--- src/rtl/drv_rst_pkg.sv ---
package drv_rst_pkg;
  localparam int CODE_W = 8;
  typedef logic [CODE_W-1:0] code_t;
  localparam code_t SOFT_RST_CODE = 8'h08;
endpackage

--- src/rtl/rst_req_bit.sv ---
module rst_req_bit #(
  parameter int DATA_W  = 8,
  parameter int BIT_POS = 7
) (
  input  logic              clk,
  input  logic              rst_n,
  input  logic              we,
  input  logic [DATA_W-1:0] wdata,
  output logic              req
);
  always_ff @(posedge clk or negedge rst_n) begin
    if (!rst_n)  req <= 1'b0;
    else if (we) req <= wdata[BIT_POS];
  end
endmodule

--- src/rtl/srst_pulse_timer.sv ---
module srst_pulse_timer #(
  parameter int PULSE_CYCLES = 32768
) (
  input  logic clk,
  input  logic rst_n,
  input  logic fire,
  output logic busy
);
  localparam int CNT_W = (PULSE_CYCLES > 1) ? $clog2(PULSE_CYCLES) : 1;
  localparam logic [CNT_W-1:0] LOAD = CNT_W'(PULSE_CYCLES - 1);

  logic [CNT_W-1:0] remain;

  always_ff @(posedge clk or negedge rst_n) begin
    if (!rst_n) begin
      busy   <= 1'b0;
      remain <= '0;
    end else if (fire) begin
      busy   <= 1'b1;
      remain <= LOAD;
    end else if (busy) begin
      if (remain == '0) busy <= 1'b0;
      else              remain <= remain - 1'b1;
    end
  end
endmodule

--- src/rtl/srst_irq_flag.sv ---
module srst_irq_flag (
  input  logic clk,
  input  logic rst_n,
  input  logic set,
  input  logic ack,
  output logic flag
);
  always_ff @(posedge clk or negedge rst_n) begin
    if (!rst_n)   flag <= 1'b0;
    else if (set) flag <= 1'b1;
    else if (ack) flag <= 1'b0;
  end
endmodule

--- src/rtl/drv_reset_ctrl.sv ---
module drv_reset_ctrl
  import drv_rst_pkg::*;
#(
  parameter int PULSE_CYCLES = 32768,
  parameter int REQ_BIT      = 7
) (
  input  logic              clk,
  input  logic              dev_rst_n,
  input  logic              host_rst_n,
  input  logic              mcu_ctl_we,
  input  logic [CODE_W-1:0] mcu_ctl_data,
  input  logic              cmd_we,
  input  logic [CODE_W-1:0] cmd_data,
  input  logic              irq_ack,
  output logic              ic_rst_pull,
  output logic              cpu_rst_pull,
  output logic              mcu_irq
);
  logic req_bit;
  logic soft_fire;
  logic pulse_busy;

  // Full-width decode of the soft-reset command code
  assign soft_fire = cmd_we && (cmd_data == SOFT_RST_CODE);

  rst_req_bit #(.DATA_W(CODE_W), .BIT_POS(REQ_BIT)) u_req (
    .clk   (clk),
    .rst_n (dev_rst_n),
    .we    (mcu_ctl_we),
    .wdata (mcu_ctl_data),
    .req   (req_bit)
  );

  srst_pulse_timer #(.PULSE_CYCLES(PULSE_CYCLES)) u_timer (
    .clk   (clk),
    .rst_n (dev_rst_n),
    .fire  (soft_fire),
    .busy  (pulse_busy)
  );

  srst_irq_flag u_irq (
    .clk   (clk),
    .rst_n (dev_rst_n),
    .set   (soft_fire),
    .ack   (irq_ack),
    .flag  (mcu_irq)
  );

  // Open-drain lines: 1 = pull low, 0 = release
  assign ic_rst_pull  = req_bit | ~host_rst_n;
  assign cpu_rst_pull = pulse_busy | ~dev_rst_n;
endmodule

--- config.mk ---
export PLATFORM = sky130hd
export DESIGN_NAME = drv_reset_ctrl
export DESIGN_NICKNAME = d
export VERILOG_FILES = /design/src/rtl/drv_rst_pkg.sv /design/src/rtl/rst_req_bit.sv /design/src/rtl/srst_pulse_timer.sv /design/src/rtl/srst_irq_flag.sv /design/src/rtl/drv_reset_ctrl.sv
export SDC_FILE = /design/constraint.sdc
export NUM_CORES = 1
export LEC_CHECK = 0
export BUFFER_PORTS_ARGS = -buffer_cell sky130_fd_sc_hd__buf_4
export CAP_MARGIN = 20
export CORE_MARGIN = 2
export CORE_UTILIZATION = 25
export CTS_BUF_LIST = sky130_fd_sc_hd__clkbuf_8
export DETAILED_ROUTE_END_ITERATION = 7
export GPL_ROUTABILITY_DRIVEN = 0
export PLACE_DENSITY_LB_ADDON = 0.3
export SLEW_MARGIN = 20
export SYNTH_ARGS = -nofsm -noshare
export SYNTH_HDL_FRONTEND = slang
export SYNTH_SLANG_ARGS = --single-unit
export TNS_END_PERCENT = 1
--- constraint.sdc ---
create_clock -name clk -period 4.2 [get_ports clk]
set_clock_uncertainty 0.15 [all_clocks]
set_input_delay 0.21 -clock clk [delete_from_list [all_inputs] [get_ports clk]]
set_output_delay 0.21 -clock clk [all_outputs]
set_load 0.1 [all_outputs]
==> results.cfg, run 1 <==
[pwr]
power.total_mw = 0.533
cellPowerDensity_mw_per_mm2 = 433
vdd_ir_drop_max_uv = 140
p_leak_nw = 0.492

[clock_tree]
cts_tree = yes
htreeDepth = 1
clkLatencyLatePin_ns = 0.26
clockBufferDepth = 2
clk_pin_slew_ns = 0.07
numClockSinks = 18
cts_made_buffers = 3
cts_setup_buffers = 0
root_buffer = clkbuf_8

[setup_path]
start_kind = flip-flop
critPathCaptureType = flip-flop
crit_slowest_cell = or4_1
reg2reg_to = u_timer.remain[5]$_DFFE_PN0P_
worstPathRequired_ns = 4.17
r2r-start = u_timer.remain[10]$_DFFE_PN0P_
cp_max_fo = 7
rr_worst_depth = 4
path_class = flip-flop to flip-flop
cp_common_cell = or4_1
path_cells = or4_1, or4_1, a211oi_1, a31oi_1
cp.arrival_ns = 2.27
critPathMaxStageDelay_ns = 0.67
ff2ff_setup_slack_ns = 1.90

[outcome]
status = completed

[routing]
wire_per_inst_um = 12.9
detail_route.drc_violations = 0
avgViaCountPerCell = 5.08
ant_nets = 0
via_count = 858
dr.first_iter.drc_count = 25
dr.pass1.iters = 4
wl_um = 2180

[min_path]
timing.hold.worst_path_depth = 2
hp-class = input port to flip-flop
hp-start = mcu_ctl_data[7]
worst_hold_path.endpoint = u_req.req$_DFFE_PN0P_

[job]
cap_violations = 0

[timing]
holdWs_ns = 0.0373
tightest_slew_ns = 0.648
maxSlewViolCount = 0
period_share_pct = 54.8
finalHoldViolCount = 0
period_minus_slack_ns = 2.30
rsz0062_at_grt = no
setup_viol = 0
slew_headroom_pct = 56.4
max_clock_freq_ghz = 0.434
tns_ns = 0

[layout]
area_growth_pct = 25.0
antennaDiodeCount = 0
nNetsFinal = 145
stdcell_area_mm2 = 0.00123
drive_gt1_share_pct = 24.8

[yosys]
synth-seq-cells = 18
synthesis.area_um2 = 986
synth.avg_cell_area_um2 = 9.67
ys_seq_area_share_pct = 45.7
synth_cell_type_count = 33
syn_inst = 102
yosys_warnings = 0
syn-num-nets = 125

[die]
die_w_um = 66.8
rows = 22
initial_core_util_pct = 26.5
dieHeight_um = 66.8
core_area_mm2 = 0.00372
io_pins = 25
die-area_mm2 = 0.00446

[global_routing]
grt_pass1_wl_um = 3830
antenna_found_initial = 0
grt_pass1_vias = 875
grt.total_usage_pct = 11.5
grt_start_max_net_pins = 20
grt-ovfl-total = 0

[place]
dpl_cell_area_mm2 = 0.00116
place_hpwl_um = 1590
port-buffer-count = 17
==> state kept, by name, summed over array words and instances, names as in the netlist <==
| signal | cells |
|---|---|
| u_timer.remain | 15 |
| u_timer.busy | 1 |
| u_req.req | 1 |
| u_irq.flag | 1 |
==> layout by cell type, fill, tap and decap left out, types with 3 or more instances in the layout <==
master and instances:
a211o_1 3, a211oi_1 3, a21oi_1 3, buf_4 17, clkbuf_8 4, dfrtp_1 18
inv_1 5, nand2_1 5, nand2b_1 3, nand3_1 4, nor2_1 7, nor3_1 4
o21ai_0 6, o31ai_1 4, or4_1 7
==> synthesized netlist by cell type, drive strengths merged <==
cell type,n,area (um^2)
buf,1,11.3
nor3b,1,7.51
a31oi,2,12.5
nand3,4,20.0
nand2,5,18.8
and4,1,8.76
a21oi,3,15.0
mux2,1,11.3
nor2b,1,6.26
o21ai,6,30.0
or3b,2,17.5
or4,9,75.1
or2,3,18.8
or4b,1,10.0
o31a,1,8.76
clkbuf,3,11.3
nand2b,3,18.8
or3,2,12.5
nor4,3,18.8
a211oi,3,22.5
inv,5,18.8
and3,2,12.5
ha,1,12.5
o41ai,1,16.3
nor2,7,26.3
o311ai,1,8.76
xnor2,1,8.76
nor3,4,20.0
dfrtp,18,450
o31ai,4,30.0
a211o,3,26.3
==> repair_timing <==
| item | in CTS | in global routing |
|---|---|---|
| endpoints found under the setup margin | 0 | 0 |
| hold endpoints to repair | 19 | 0 |
| hold buffers | 2 | 0 |
| gates resized for setup | 0 | 0 |
==> stage by stage <==
stage	worst slack, ns	instances	util, %
after global placement	1.84	163	31.0
after CTS	1.90	169	33.2
after detailed placement	1.90	163	31.1
after floorplan	1.94	102	-
final	1.90	169	33.2
after global routing	1.77	169	33.2
==> cells by family (layout without fill, tap and decap cells) <==
| kind of cell | count (synthesis) | after routing | share of synthesized area (%) |
|---|---|---|---|
| simple gates | 48 | 48 | 29.6 |
| compound gates | 24 | 24 | 17.3 |
| flops | 18 | 18 | 45.7 |
| buf+inv | 9 | 28 | 4.19 |
| fa+ha+maj | 1 | 1 | 1.27 |
| xor+xnor | 1 | 1 | 0.888 |
| mux | 1 | 1 | 1.14 |
==> worst max-delay path by stage <==
stage / start / cells after the start / endpoint / slack, ns
after global placement: cmd_data[6] / 5 / u_timer.remain[1]$_DFFE_PN0P_ / 1.84
after global routing: u_timer.remain[10]$_DFFE_PN0P_ / 4 / u_timer.remain[5]$_DFFE_PN0P_ / 1.77
after floorplan: u_timer.remain[7]$_DFFE_PN0P_ / 5 / u_timer.remain[12]$_DFFE_PN0P_ / 1.94
final: u_timer.remain[10]$_DFFE_PN0P_ / 4 / u_timer.remain[5]$_DFFE_PN0P_ / 1.90
after detailed placement: u_timer.remain[10]$_DFFE_PN0P_ / 4 / u_timer.remain[5]$_DFFE_PN0P_ / 1.90
after CTS: u_timer.remain[10]$_DFFE_PN0P_ / 4 / u_timer.remain[5]$_DFFE_PN0P_ / 1.90
==> worst max-delay path, delay by kind of cell (launching register included) <==
kind,cells,cell delay (ns)
DFF,1,0.44
and+or+nand+nor,2,1.29
AOI/OAI and AO/OA,2,0.29
==> where the power goes <==
part	leakage, nW	switching [mW]	internal [mW]
sequential	0.203	0.0386	0.211
combinational	0.261	0.0754	0.0645
clock	0.0288	0.0599	0.0834
total	0.492	0.174	0.359
==> metal layers <==
layer	wire length, um	global-route usage (%)	part of all wire, %	vias up
li1	-	-	-	424
met1	991	14.0	45	407
met2	1060	19.3	49	23
met3	78	2.20	3.6	4
met4	49	5.36	2.2	0
met5	0	0	0	-
==> final cells by class <==
type	instances	area [um^2]
tap	48	60.1
sequential	18	450
clock buffer	4	55.1
fill	403	2480
inverter	5	18.8
timing repair buffer	19	148
multi-input combinational	75	500
(Power assumes the default switching activity.)
==> run 2, diff against run 1 <==
--- a/config.mk
+++ b/config.mk
@@ -5,6 +5,7 @@
 export SDC_FILE = /design/constraint.sdc
 export NUM_CORES = 1
 export LEC_CHECK = 0
+export ABC_AREA = 1
 export BUFFER_PORTS_ARGS = -buffer_cell sky130_fd_sc_hd__buf_4
 export CAP_MARGIN = 20
 export CORE_MARGIN = 2
==> constraint.sdc (replaced) <==
create_clock -name clk -period 2 [get_ports clk]
set_clock_uncertainty 0.15 [all_clocks]
set_input_delay 0.1 -clock clk [delete_from_list [all_inputs] [get_ports clk]]
set_output_delay 0.1 -clock clk [all_outputs]
set_load 0.1 [all_outputs]
==> results.cfg, run 2 <==
[outcome]
status = completed

[setup_path]
ff2ff_setup_slack_ns = 0.22
worstPathRequired_ns = 1.99
critPathCaptureType = flip-flop
cp.arrival_ns = 1.76
start_kind = flip-flop
cp_max_fo = 15
path_class = flip-flop to flip-flop

[yosys]
synth-seq-cells = 18
yosys_warnings = 0
syn-num-nets = 193
yosysTopAreaCell = dfrtp_1
ys_seq_area_share_pct = 38.9
synthesis.area_mm2 = 0.00116
synthFlopType = dfrtp_1
async_flop_share_pct = 100
synth_most_common_cell = nand2_1
synth_cell_type_count = 19
synth.top_cell.area_share_pct = 38.9
synth_commonest_cells = 55 x nand2_1, 28 x nand3_1, 21 x inv_1, 20 x nor2_1, 18 x dfrtp_1
synth.avg_cell_area_um2 = 6.82
synth_edf_count = 0
synthTopCellsByArea = dfrtp_1 39%, nand2_1 18%, nand3_1 12%
syn_inst = 170

[timing]
finalHoldViolCount = 0
period_minus_slack_ns = 1.78
rsz0062_at_grt = no
period_share_pct = 88.8
maxSlewViolCount = 0
tns_ns = 0
max_clock_freq_ghz = 0.563
tightest_slew_ns = 0.318
slew_headroom_pct = 78.7
setup_viol = 0

[die]
die_w_um = 72.1
io_pins = 25
die-area_mm2 = 0.00519
core_area_mm2 = 0.00441
initial_core_util_pct = 26.2
rows = 24
dieHeight_um = 72.1

[layout]
drive_gt1_share_pct = 18.0
multi_input_area_um2 = 603
final.fill_count = 473
top_register = u_timer.remain
regArea_um2 = 450
final_cells = 246
nNetsFinal = 218
area_growth_pct = 24.5
antennaDiodeCount = 0
layout_common_cells = 55 x nand2_1, 28 x nand3_1, 21 x inv_1
stdcell_area_mm2 = 0.00144
largest_reg_flops = 15
final_common_cell = nand2_1

[clock_tree]
clkLatencyLatePin_ns = 0.26
cts-resized-gates = 0
cts_tree = yes
numClockSinks = 18
htreeDepth = 1
clockBufferDepth = 2
clk_pin_slew_ns = 0.07
root_buffer = clkbuf_8
cts_made_buffers = 3

[routing]
ant_nets = 0
dr.pass1.iters = 4
wl_um = 2590
via_count = 1109
dr.first_iter.drc_count = 42
detail_route.drc_violations = 0
wire_per_inst_um = 10.5
avgViaCountPerCell = 4.51

[global_routing]
grt.total_usage_pct = 10.5
grt_pass1_wl_um = 4400
grt_pass1_vias = 1009
antenna_found_initial = 0
grt_start_max_net_pins = 20
grt-ovfl-total = 0

[pwr]
p_leak_nw = 0.770
vdd_ir_drop_max_uv = 740
cellPowerDensity_mw_per_mm2 = 852

[place]
dpl_cell_area_mm2 = 0.00135
port-buffer-count = 17
place_hpwl_um = 1890
post-place-cells = 238

[min_path]
hp-class = input port to asynchronous set/reset pin

[job]
cap_violations = 0
run 2: cell types whose count changed after synthesis, sizes merged, moves of 3 or more:
cell	previous run	this run
nand2	5	59
nand3	4	28
inv	5	21
nor2	7	23
or4	9	0
nand4	0	5
nor3	4	0
o31ai	4	0
a211o	3	0
a211oi	3	0
a21oi	3	0
nand2b	3	0
nor4	3	0
run 2: what timing repair did:
| action | in CTS | in global routing |
|---|---|---|
| endpoints found under the hold margin | 20 | 0 |
| hold buffers | 4 | 0 |
| setup buffers | 0 | 0 |
run 2: final timing paths:
path                       cells after the start                           start                             end
max                                            9   u_timer.remain[0]$_DFFE_PN0P_   u_timer.remain[0]$_DFFE_PN0P_
min                                            2                       dev_rst_n   u_timer.remain[1]$_DFFE_PN0P_
max reg2reg                                    9   u_timer.remain[0]$_DFFE_PN0P_   u_timer.remain[0]$_DFFE_PN0P_
min reg2reg                                    2  u_timer.remain[14]$_DFFE_PN0P_  u_timer.remain[14]$_DFFE_PN0P_
max in group asynchronous                      2                       dev_rst_n   u_timer.remain[9]$_DFFE_PN0P_
min in group clk                               4                     cmd_data[1]  u_timer.remain[14]$_DFFE_PN0P_
run 2: final cells by class:
type                       instances  share of cell area [%]
multi-input combinational        127                    41.8
clock buffer                       4                    3.82
sequential                        18                    31.2
tap                               52                    4.51
inverter                          21                    5.46
timing repair buffer              24                    13.2
run 2: power breakdown:
part	total, mW	internal (mW)	leakage, nW	switching, mW
registers	0.524	0.439	0.191	0.0856
clock network	0.302	0.175	0.0288	0.127
logic	0.403	0.158	0.550	0.245
total	1.23	0.772	0.770	0.458
run 2: kinds of logic after synthesis:
group	after synthesis	synth area share, %
compound gates	7	3.02
buf+inv	25	9.07
simple gates	119	47.9
flops	18	38.9
fa+ha+maj	1	1.08
run 2: metrics by stage:
stage | power, mW | hold WS [ns] | util, % | setup WS [ns]
after global placement | 0.918 | -0.156 | 30.5 | 0.253
final | 1.23 | 0.107 | 32.7 | 0.224
after CTS | 1.25 | 0.112 | 32.7 | 0.202
after floorplan | 0.818 | -0.346 | - | 0.433
after global routing | 1.34 | 0.126 | 32.7 | 0.0911
after detailed placement | 0.932 | -0.155 | 30.5 | 0.219
run 2: worst max-delay path, cell delays in order (launching register included):
cell and delay (ns):
dfrtp_1 0.38, inv_1 0.09, ha_1 0.24, nand2_2 0.13, nor2_4 0.15, nand2_4 0.09
nand2_4 0.12, nand2_4 0.14, nand2_1 0.09, o21ai_0 0.08
run 2: routing by layer:
layer  share of wire (%)  up-vias  GRT usage (%)  routed length [um]
met4                0.97        0           3.14                  25
met5                   0        -              0                   0
met1                  51      501           14.4                1320
met3                 3.9        2           2.50                 100
li1                    -      584              -                   -
met2                  44       22           16.5                1140
==> run 3, diff against run 2 <==
--- a/config.mk
+++ b/config.mk
@@ -13,7 +13,7 @@
 export CTS_BUF_LIST = sky130_fd_sc_hd__clkbuf_8
 export DETAILED_ROUTE_END_ITERATION = 7
 export GPL_ROUTABILITY_DRIVEN = 0
-export PLACE_DENSITY_LB_ADDON = 0.3
+export PLACE_DENSITY_LB_ADDON = 0.1
 export SLEW_MARGIN = 20
 export SYNTH_ARGS = -nofsm -noshare
 export SYNTH_HDL_FRONTEND = slang
==> results.cfg, run 3 (synthesis results as in run 2) <==
[setup_path]
crit_slowest_cell = dfrtp_1
worstPathRequired_ns = 1.99
critPathMaxStageDelay_ns = 0.38
path_cells = inv_1, ha_1, nand2_2, nor2_4, nand2_4, nand2_4, nand2_4, nand2_1, o21ai_0
cp_max_fo = 15
cp_common_cell = nand2_4
path_delay_family = simple AND/OR/NAND/NOR gates
path_class = flip-flop to flip-flop
cp.arrival_ns = 1.75
critPathCaptureType = flip-flop
crit_buf_inv = 1
start_kind = flip-flop

[timing]
maxSlewViolCount = 0
period_minus_slack_ns = 1.76
tns_ns = 0
setup_viol = 0
finalHoldViolCount = 0
slew_headroom_pct = 78.7
rsz0062_at_grt = no
period_share_pct = 87.9
tightest_slew_ns = 0.319
max_clock_freq_ghz = 0.569
holdWs_ns = 0.103

[global_routing]
antenna_found_initial = 0
grt_pass1_vias = 1122
grt_start_max_net_pins = 20
grt-ovfl-total = 0
grt.total_usage_pct = 12.1
grt_pass1_wl_um = 4960

[clock_tree]
clk_pin_slew_ns = 0.07
cts_setup_buffers = 0
ctsHoldBuffers = 4
numClockSinks = 18
htreeDepth = 1
root_buffer = clkbuf_8
clockBufferDepth = 2
cts_tree = yes
cts_made_buffers = 3
cts-resized-gates = 0
clkLatencyLatePin_ns = 0.26

[routing]
detail_route.drc_violations = 0
wire_per_inst_um = 11.5
via_count = 1141
avgViaCountPerCell = 4.66
dr.first_iter.drc_count = 44
ant_nets = 0
dr.pass1.iters = 4
wl_um = 2810

[layout]
largest_reg_flops = 15
top_register = u_timer.remain
antennaDiodeCount = 0
nNetsFinal = 218
layout_common_cells = 55 x nand2_1, 28 x nand3_1, 21 x inv_1
drive_gt1_share_pct = 17.6
final_common_cell = nand2_1
area_growth_pct = 23.3

[die]
core_area_mm2 = 0.00441
io_pins = 25
die-area_mm2 = 0.00519
die_w_um = 72.1
rows = 24
dieHeight_um = 72.1
initial_core_util_pct = 26.2

[min_path]
hp-class = input port to asynchronous set/reset pin

[pwr]
vdd_ir_drop_max_uv = 464
cellPowerDensity_mw_per_mm2 = 833
p_leak_nw = 0.763

[place]
port-buffer-count = 17
place_hpwl_um = 2080

[job]
cap_violations = 0

[outcome]
status = completed
-- run 3: changes by cell type in the layout (fill, tap and decap cells not counted) --
cell      before  now
clkbuf_8       4    3
-- run 3: worst paths after layout --
check                                          startpoint                        endpoint  slack [ns]  depth (start not counted)
hold / removal                                  dev_rst_n           u_req.req$_DFFE_PN0P_        0.10                          2
setup / recovery            u_timer.remain[0]$_DFFE_PN0P_   u_timer.remain[0]$_DFFE_PN0P_        0.24                          9
setup reg to reg            u_timer.remain[0]$_DFFE_PN0P_   u_timer.remain[0]$_DFFE_PN0P_        0.24                          9
max in group asynchronous                       dev_rst_n  u_timer.remain[12]$_DFFE_PN0P_        1.39                          2
hold reg to reg            u_timer.remain[14]$_DFFE_PN0P_  u_timer.remain[14]$_DFFE_PN0P_        0.34                          2
min in group clk                              cmd_data[1]          u_timer.busy$_DFF_PN0_        0.14                          4
-- run 3: cell type report --
cell class              instances  area, um^2
multi-input cells             127         603
flip-flops and latches         18         450
inverters                      21        78.8
repair buffers                 24         190
well taps                      52        65.1
clock buffers                   3        41.3
fillers                       481        2990
-- run 3: metal layers --
layer | up-vias | part of all wire, % | global-route usage (%)
met5 | - | 0 | 0
met4 | 0 | 1.8 | 4.61
met3 | 6 | 4.6 | 2.64
met2 | 26 | 48 | 21.4
met1 | 528 | 46 | 14.1
li1 | 581 | - | -
-- run 3: metrics by stage --
stage	area, um^2	std cells	util, %	power (mW)	worst slack, ns
2_1_floorplan	1160	170	-	0.818	0.433
3_3_place_gp	1350	238	30.5	0.919	0.268
3_5_place_dp	1350	238	30.5	0.928	0.254
4_1_cts	1430	245	32.4	1.20	0.239
5_1_grt	1430	245	32.4	1.30	0.108
6_report	1430	245	32.4	1.19	0.241
-- run 3: power by group --
| group | internal [mW] | leakage [nW] | switching [mW] |
|---|---|---|---|
| registers | 0.438 | 0.191 | 0.0870 |
| clock network | 0.134 | 0.0216 | 0.131 |
| logic | 0.158 | 0.550 | 0.242 |
